===== src/rtl/veq_pkg.sv =====
package veq_pkg;

    localparam int unsigned VLEN    = 128;
    localparam int unsigned IMM_W   = 5;
    localparam int unsigned IDX_W   = 5;
    localparam int unsigned NFMT    = 4;
    localparam int unsigned INSTR_W = 32;

    localparam logic [5:0] MAJOR_OP = 6'b011110;
    localparam logic [2:0] OP_SEL   = 3'b000;
    localparam logic [5:0] MINOR_OP = 6'b000111;

    typedef enum logic [1:0] {
        FMT_B8  = 2'b00,
        FMT_H16 = 2'b01,
        FMT_W32 = 2'b10,
        FMT_D64 = 2'b11
    } elem_fmt_e;

    typedef struct packed {
        logic [5:0]       major;
        logic [2:0]       op;
        elem_fmt_e        fmt;
        logic [IMM_W-1:0] imm;
        logic [IDX_W-1:0] src;
        logic [IDX_W-1:0] dst;
        logic [5:0]       minor;
    } instr_t;

    typedef struct packed {
        logic             fire;
        logic             rsvd;
        logic             off;
        elem_fmt_e        fmt;
        logic [IMM_W-1:0] imm;
        logic [IDX_W-1:0] src;
        logic [IDX_W-1:0] dst;
    } decoded_t;

    function automatic int unsigned fmt_width(int unsigned f);
        return 8 << f;
    endfunction

    function automatic logic fixed_fields_ok(instr_t w);
        return (w.major == MAJOR_OP) && (w.op == OP_SEL) && (w.minor == MINOR_OP);
    endfunction

endpackage


===== src/rtl/veq_decode.sv =====
module veq_decode
    import veq_pkg::*;
(
    input  logic                 in_valid,
    input  logic [INSTR_W-1:0]   in_instr,
    input  logic                 in_vec_en,
    output decoded_t             dec
);
    instr_t word;
    logic   legal;

    assign word  = instr_t'(in_instr);
    assign legal = fixed_fields_ok(word);

    always_comb begin
        dec.rsvd = in_valid && !legal;
        dec.off  = in_valid && legal && !in_vec_en;
        dec.fire = in_valid && legal && in_vec_en;
        dec.fmt  = word.fmt;
        dec.imm  = word.imm;
        dec.src  = word.src;
        dec.dst  = word.dst;
    end

    always_comb begin
        assert_decode_exclusive_R5: assert ($onehot0({dec.fire, dec.rsvd, dec.off}))
            else $error("decode produced more than one outcome");
    end
endmodule


===== src/rtl/veq_lane_cmp.sv =====
module veq_lane_cmp
    import veq_pkg::*;
#(
    parameter int unsigned VEC_W  = VLEN,
    parameter int unsigned ELEM_W = 8
) (
    input  logic [VEC_W-1:0] src,
    input  logic [IMM_W-1:0] imm,
    output logic [VEC_W-1:0] mask
);
    localparam int unsigned LANES = VEC_W / ELEM_W;
    localparam int unsigned EXT_W = ELEM_W - IMM_W;

    logic [ELEM_W-1:0] target;
    assign target = {{EXT_W{imm[IMM_W-1]}}, imm};

    for (genvar l = 0; l < LANES; l++) begin : g_lane
        logic hit;
        assign hit = (src[l*ELEM_W +: ELEM_W] == target);
        assign mask[l*ELEM_W +: ELEM_W] = {ELEM_W{hit}};
    end
endmodule


===== src/rtl/veq_result_reg.sv =====
module veq_result_reg
    import veq_pkg::*;
#(
    parameter int unsigned VEC_W = VLEN
) (
    input  logic             clk,
    input  logic             rst,
    input  decoded_t         dec,
    input  logic [VEC_W-1:0] mask,
    output logic             out_valid,
    output logic [VEC_W-1:0] out_result,
    output logic [IDX_W-1:0] out_dst,
    output logic [IDX_W-1:0] out_src_idx,
    output logic             out_rsvd_instr,
    output logic             out_vec_off
);
    always_ff @(posedge clk) begin
        if (rst) begin
            out_valid      <= 1'b0;
            out_rsvd_instr <= 1'b0;
            out_vec_off    <= 1'b0;
        end else begin
            out_valid      <= dec.fire;
            out_rsvd_instr <= dec.rsvd;
            out_vec_off    <= dec.off;
        end
    end

    always_ff @(posedge clk) begin
        if (dec.fire) begin
            out_result  <= mask;
            out_dst     <= dec.dst;
            out_src_idx <= dec.src;
        end
    end
endmodule


===== src/rtl/veq_cmp_imm.sv =====
module veq_cmp_imm
    import veq_pkg::*;
#(
    parameter int unsigned VEC_W = VLEN
) (
    input  logic                 clk,
    input  logic                 rst,
    input  logic                 in_valid,
    input  logic [INSTR_W-1:0]   in_instr,
    input  logic [VEC_W-1:0]     in_src,
    input  logic                 in_vec_en,
    output logic                 out_valid,
    output logic [VEC_W-1:0]     out_result,
    output logic [IDX_W-1:0]     out_dst,
    output logic [IDX_W-1:0]     out_src_idx,
    output logic                 out_rsvd_instr,
    output logic                 out_vec_off
);
    localparam int unsigned NBYTES = VEC_W / 8;

    decoded_t         dec;
    logic [VEC_W-1:0] fmt_mask [NFMT];
    logic [VEC_W-1:0] sel_mask;

    veq_decode u_decode (
        .in_valid  (in_valid),
        .in_instr  (in_instr),
        .in_vec_en (in_vec_en),
        .dec       (dec)
    );

    for (genvar f = 0; f < NFMT; f++) begin : g_fmt
        veq_lane_cmp #(
            .VEC_W  (VEC_W),
            .ELEM_W (fmt_width(f))
        ) u_cmp (
            .src  (in_src),
            .imm  (dec.imm),
            .mask (fmt_mask[f])
        );
    end

    always_comb begin
        sel_mask = fmt_mask[dec.fmt];
    end

    veq_result_reg #(.VEC_W(VEC_W)) u_reg (
        .clk            (clk),
        .rst            (rst),
        .dec            (dec),
        .mask           (sel_mask),
        .out_valid      (out_valid),
        .out_result     (out_result),
        .out_dst        (out_dst),
        .out_src_idx    (out_src_idx),
        .out_rsvd_instr (out_rsvd_instr),
        .out_vec_off    (out_vec_off)
    );

    assert_outcome_onehot_R5: assert property (@(posedge clk) disable iff (rst)
        $onehot0({out_valid, out_rsvd_instr, out_vec_off}));

    assert_idle_quiet_R9: assert property (@(posedge clk) disable iff (rst)
        !in_valid |=> !(out_valid || out_rsvd_instr || out_vec_off));

    assert_bad_major_R5: assert property (@(posedge clk) disable iff (rst)
        (in_valid && in_instr[31:26] != MAJOR_OP) |=> (out_rsvd_instr && !out_valid));

    assert_bad_minor_R5: assert property (@(posedge clk) disable iff (rst)
        (in_valid && in_instr[5:0] != MINOR_OP) |=> (out_rsvd_instr && !out_valid));

    assert_vec_off_R6: assert property (@(posedge clk) disable iff (rst)
        (in_valid && !in_vec_en && in_instr[31:26] == MAJOR_OP && in_instr[25:23] == OP_SEL
         && in_instr[5:0] == MINOR_OP) |=> (out_vec_off && !out_valid));

    assert_dst_follows_R7: assert property (@(posedge clk) disable iff (rst)
        (in_valid && in_vec_en) |=> (!out_valid || out_dst == $past(in_instr[10:6])));

    assert_reset_clears_R8: assert property (@(posedge clk)
        rst |=> !(out_valid || out_rsvd_instr || out_vec_off));

    for (genvar b = 0; b < NBYTES; b++) begin : g_byte_chk
        assert_byte_saturated_R4: assert property (@(posedge clk) disable iff (rst)
            out_valid |-> (out_result[b*8 +: 8] == 8'h00 || out_result[b*8 +: 8] == 8'hFF));
    end
endmodule


===== config.mk =====
export PLATFORM = sky130hd
export DESIGN_NAME = veq_cmp_imm
export DESIGN_NICKNAME = d
export VERILOG_FILES = /design/src/rtl/veq_pkg.sv /design/src/rtl/veq_decode.sv /design/src/rtl/veq_lane_cmp.sv /design/src/rtl/veq_result_reg.sv /design/src/rtl/veq_cmp_imm.sv
export SDC_FILE = /design/constraint.sdc
export NUM_CORES = 1
export LEC_CHECK = 0
export ABC_AREA = 1
export CAP_MARGIN = 5
export CORE_AREA = 2 2 118 120
export DETAILED_ROUTE_END_ITERATION = 16
export DIE_AREA = 0 0 120 122
export GPL_TIMING_DRIVEN = 0
export HOLD_SLACK_MARGIN = 0.03
export PLACE_DENSITY = 0.78
export SLEW_MARGIN = 20
export SYNTH_ARGS = -nofsm -noshare
export SYNTH_HDL_FRONTEND = slang
export SYNTH_SLANG_ARGS = --single-unit

===== constraint.sdc =====
create_clock -name clk -period 3.1 [get_ports clk]
set_input_delay 0.775 -clock clk [delete_from_list [all_inputs] [get_ports clk]]
set_output_delay 0.775 -clock clk [all_outputs]
set_load 0.005 [all_outputs]

==> results.md <==
* CORE AREA at approximately 14,000 µm²
* Largest net degree at the start of global routing at 27
* Die Wd at 120 µm
* Setup TNS at 0 ps
* Element type at the critical path end: flop
* Comb pwr share at 0.348
* Adder-cell area share of the yosys netlist at 0
* Final Hold Fails at 0
* Full die area at around 15,000 µm²
* Peak per-stage delay on the critical path at between 600 and 700 ps
* Worst slew pin tran at just under 800 ps
* FP Rows at 43
* Seq cells post-synth at 29
* Clk slew on worst S/H paths at 50 ps
* Final global-route overflow total at 0
* Root Buffer: clkbuf_16
* Clock Tree Buf Depth at 2
* Commonest cells in the netlist: nand2_1 (205), nor2_1 (127), buf_4 (116)
* Startpoint types: input port
* Synth warn at 0
* Tcrit/Tclk final at 0.872
* Post-DRT Antenna Nets at 0
* Sw Ratio at 0.281
* Final min period at 2700 ps
* Slew margin rel. at 0.476
* Drt first-iter violations at between 300 and 400
* Dominant cells by area after synthesis: buf_4 (20%), edfxtp_1 (18%), nand2_1 (18%)
* DIE HEIGHT at ~120 µm
* Mapped Cells at just over 700
* GPL Wtd Cong at 0.872
* Multiplexer share of the synthesized area at 0
* IO Port Bufs at 299
* Type of the worst setup path: input port to flop
* Final WL at around 17,000 µm
* Crit path DAT at roughly 2600 ps
* Hold_ws at roughly 1100 ps
* CTS Buf Count at 5
* Post-synth top area share at 0.202
* Max-Cap Viols at 0
* I/O pins at about 300
* H-tree depth at 2
* P per Cell Area at between 150 and 200 nW/µm²
* NetSw at 385 µW
* CP Cell Sequence: clkdlybuf4s50_1, or2_2, nor4_1, nand2_1, nor2_4
* Antenna diodes at 0
* Slowest-stage cell, CP: nor2_4
* Synthesized area at about 4300 µm²
* Synth area leader: buf_4
* Drt first pass iters at 5
* Max rail drop VDD at approximately 0.2 mV
* Post-CTS Hold Fix Bufs at 0
* Sink Count at 29
* Xor/xnor cell area share of the yosys netlist at 0.0731
* Main flop type after synthesis: edfxtp_1
* Post-cts sizing count at 0
* HP Class: input port to flop
* GRT Overall Usage at 0.216
* Number of global-route vias before repair at about 5k
* Initial Utilization at 0.319
* Clock share of power at 0.343
* Layout cells sized above 1 at 0.141
* DRC violations left at 0
* Leakage Power at around 0.0035 µW
* # setup viols final at 0
* Antenna violations before repair at 0
* Post-CTS Setup Bufs at 0
* Number of synthesized flops with an enable pin at 26
* Syn_nets at 885
* Maximum clock rate at around 370 MHz
* Int Power at approximately 980 µW
* Final design utilization at 0.569
* Fill count at approximately 1.3k
* Drt wl/cell at 13.7 µm
* Count leader, synth: nand2_1
* Area growth, synth to finish at 78.1%
* Via density at 4.47
* Max-slew violations at 0
* Run status: completed
* Largest family of logic cells by synthesized area: simple AND/OR/NAND/NOR gates
* CTS tree: done
* First-pass GRT wire length at 25,000 µm
* Synth Area in Compound Gates at 0.0470
* Synth Area in Simple Gates at 0.399
* Asr flop ratio synth at 0
* Crit Path Max Fanout at 26
* Sequential share of power at 0.309
* Sequential share of the synthesized area at 0.195
* Dpl hpwl at 13,700 µm
* RSZ-0062 raised after global routing: false
* Req. time, crit path at around 3000 ps
* Vias post-DR at approximately 5.4k
* Nets@finish at 1,191
* Syn_area_per_cell at around 6 µm²
* Unique cell type count in the Yosys netlist at 32
cell usage in the layout, fill, tap and decap left out, types with 3 or more instances in the layout:
cell type / synthesis / routed
buf_6: 3 / 3
inv_1: 69 / 69
a21o_1: 3 / 3
nand3b_1: 8 / 8
xnor2_1: 17 / 17
buf_2: 7 / 7
clkbuf_16: 0 / 5
o21ai_0: 5 / 5
nand3_1: 50 / 50
a21oi_1: 17 / 17
nand2_1: 205 / 205
xor2_1: 19 / 19
edfxtp_1: 26 / 26
nor2_1: 127 / 126
nand4_1: 9 / 9
dfxtp_1: 3 / 3
nor3_1: 6 / 6
buf_4: 116 / 116
clkinv_1: 4 / 4
clkdlybuf4s50_1: 0 / 299
or2_2: 6 / 6
area by class of cell:
| type | instances | area (µm²) | share of cell area |
|---|---|---|---|
| multi-input cells | 488 | 2250 | 0.292 |
| flip-flops and latches | 29 | 841 | 0.109 |
| clock buffers | 5 | 125 | 0.0163 |
| inverters | 75 | 282 | 0.0367 |
| plain buffers | 129 | 951 | 0.124 |
| well taps | 180 | 225 | 0.0293 |
| clock inverters | 3 | 17.5 | 0.00228 |
| repair buffers | 299 | 2990 | 0.390 |
kinds of logic after synthesis:
family	count (synthesis)
AO/OA/AOI/OAI	35
XOR/XNOR	36
buffers and inverters	204
flip-flops	29
AND/OR/NAND/NOR	417
flip-flops by register name, indices dropped and copies added (netlist names):
register	cells
u_reg.out_rsvd_instr	1
u_reg.out_vec_off	1
u_reg.out_valid	1
u_reg.out_src_idx	5
u_reg.out_result	16
u_reg.out_dst	5
critical path, delay by kind of cell:
kind / cells / cell delay [ps]
AND/OR/NAND/NOR: 4 / 1430
buffers and inverters: 1 / 390
routing by layer:
| layer | global-route usage | wire [µm] | vias up |
|---|---|---|---|
| met5 | 0 | 0 | - |
| met4 | 0.0676 | 377 | 0 |
| met3 | 0.0482 | 1420 | 33 |
| met2 | 0.404 | 8390 | 241 |
| met1 | 0.244 | 6430 | 2385 |
| li1 | - | - | 2737 |
stage by stage:
step | std cells | cell area (µm²) | total power, µW | setup slack (ps)
global placement | 1200 | 7530 | 892 | -876
global route | 1208 | 7680 | 1430 | 228
CTS | 1208 | 7680 | 1370 | 385
detailed placement | 1200 | 7540 | 902 | 95.8
floorplan | 721 | 4310 | 617 | 102
finish | 1208 | 7680 | 1370 | 397
power groups by stage:
stage	registers [µW]	logic (µW)	clock network (µW)
6_report	423	476	469
5_1_grt	423	522	490
4_1_cts	423	473	473
3_5_place_dp	431	471	0
3_3_place_gp	431	461	0
2_1_floorplan	431	185	0
worst paths after layout:
kind                                   end  cells after the start    startpoint  slack, ps
worst max-delay path  u_reg.out_src_idx[0]                      5  in_instr[24]        400
worst min-delay path      u_reg.out_dst[0]                      1   in_instr[6]       1050
Power figures use the tool's default switching activity.
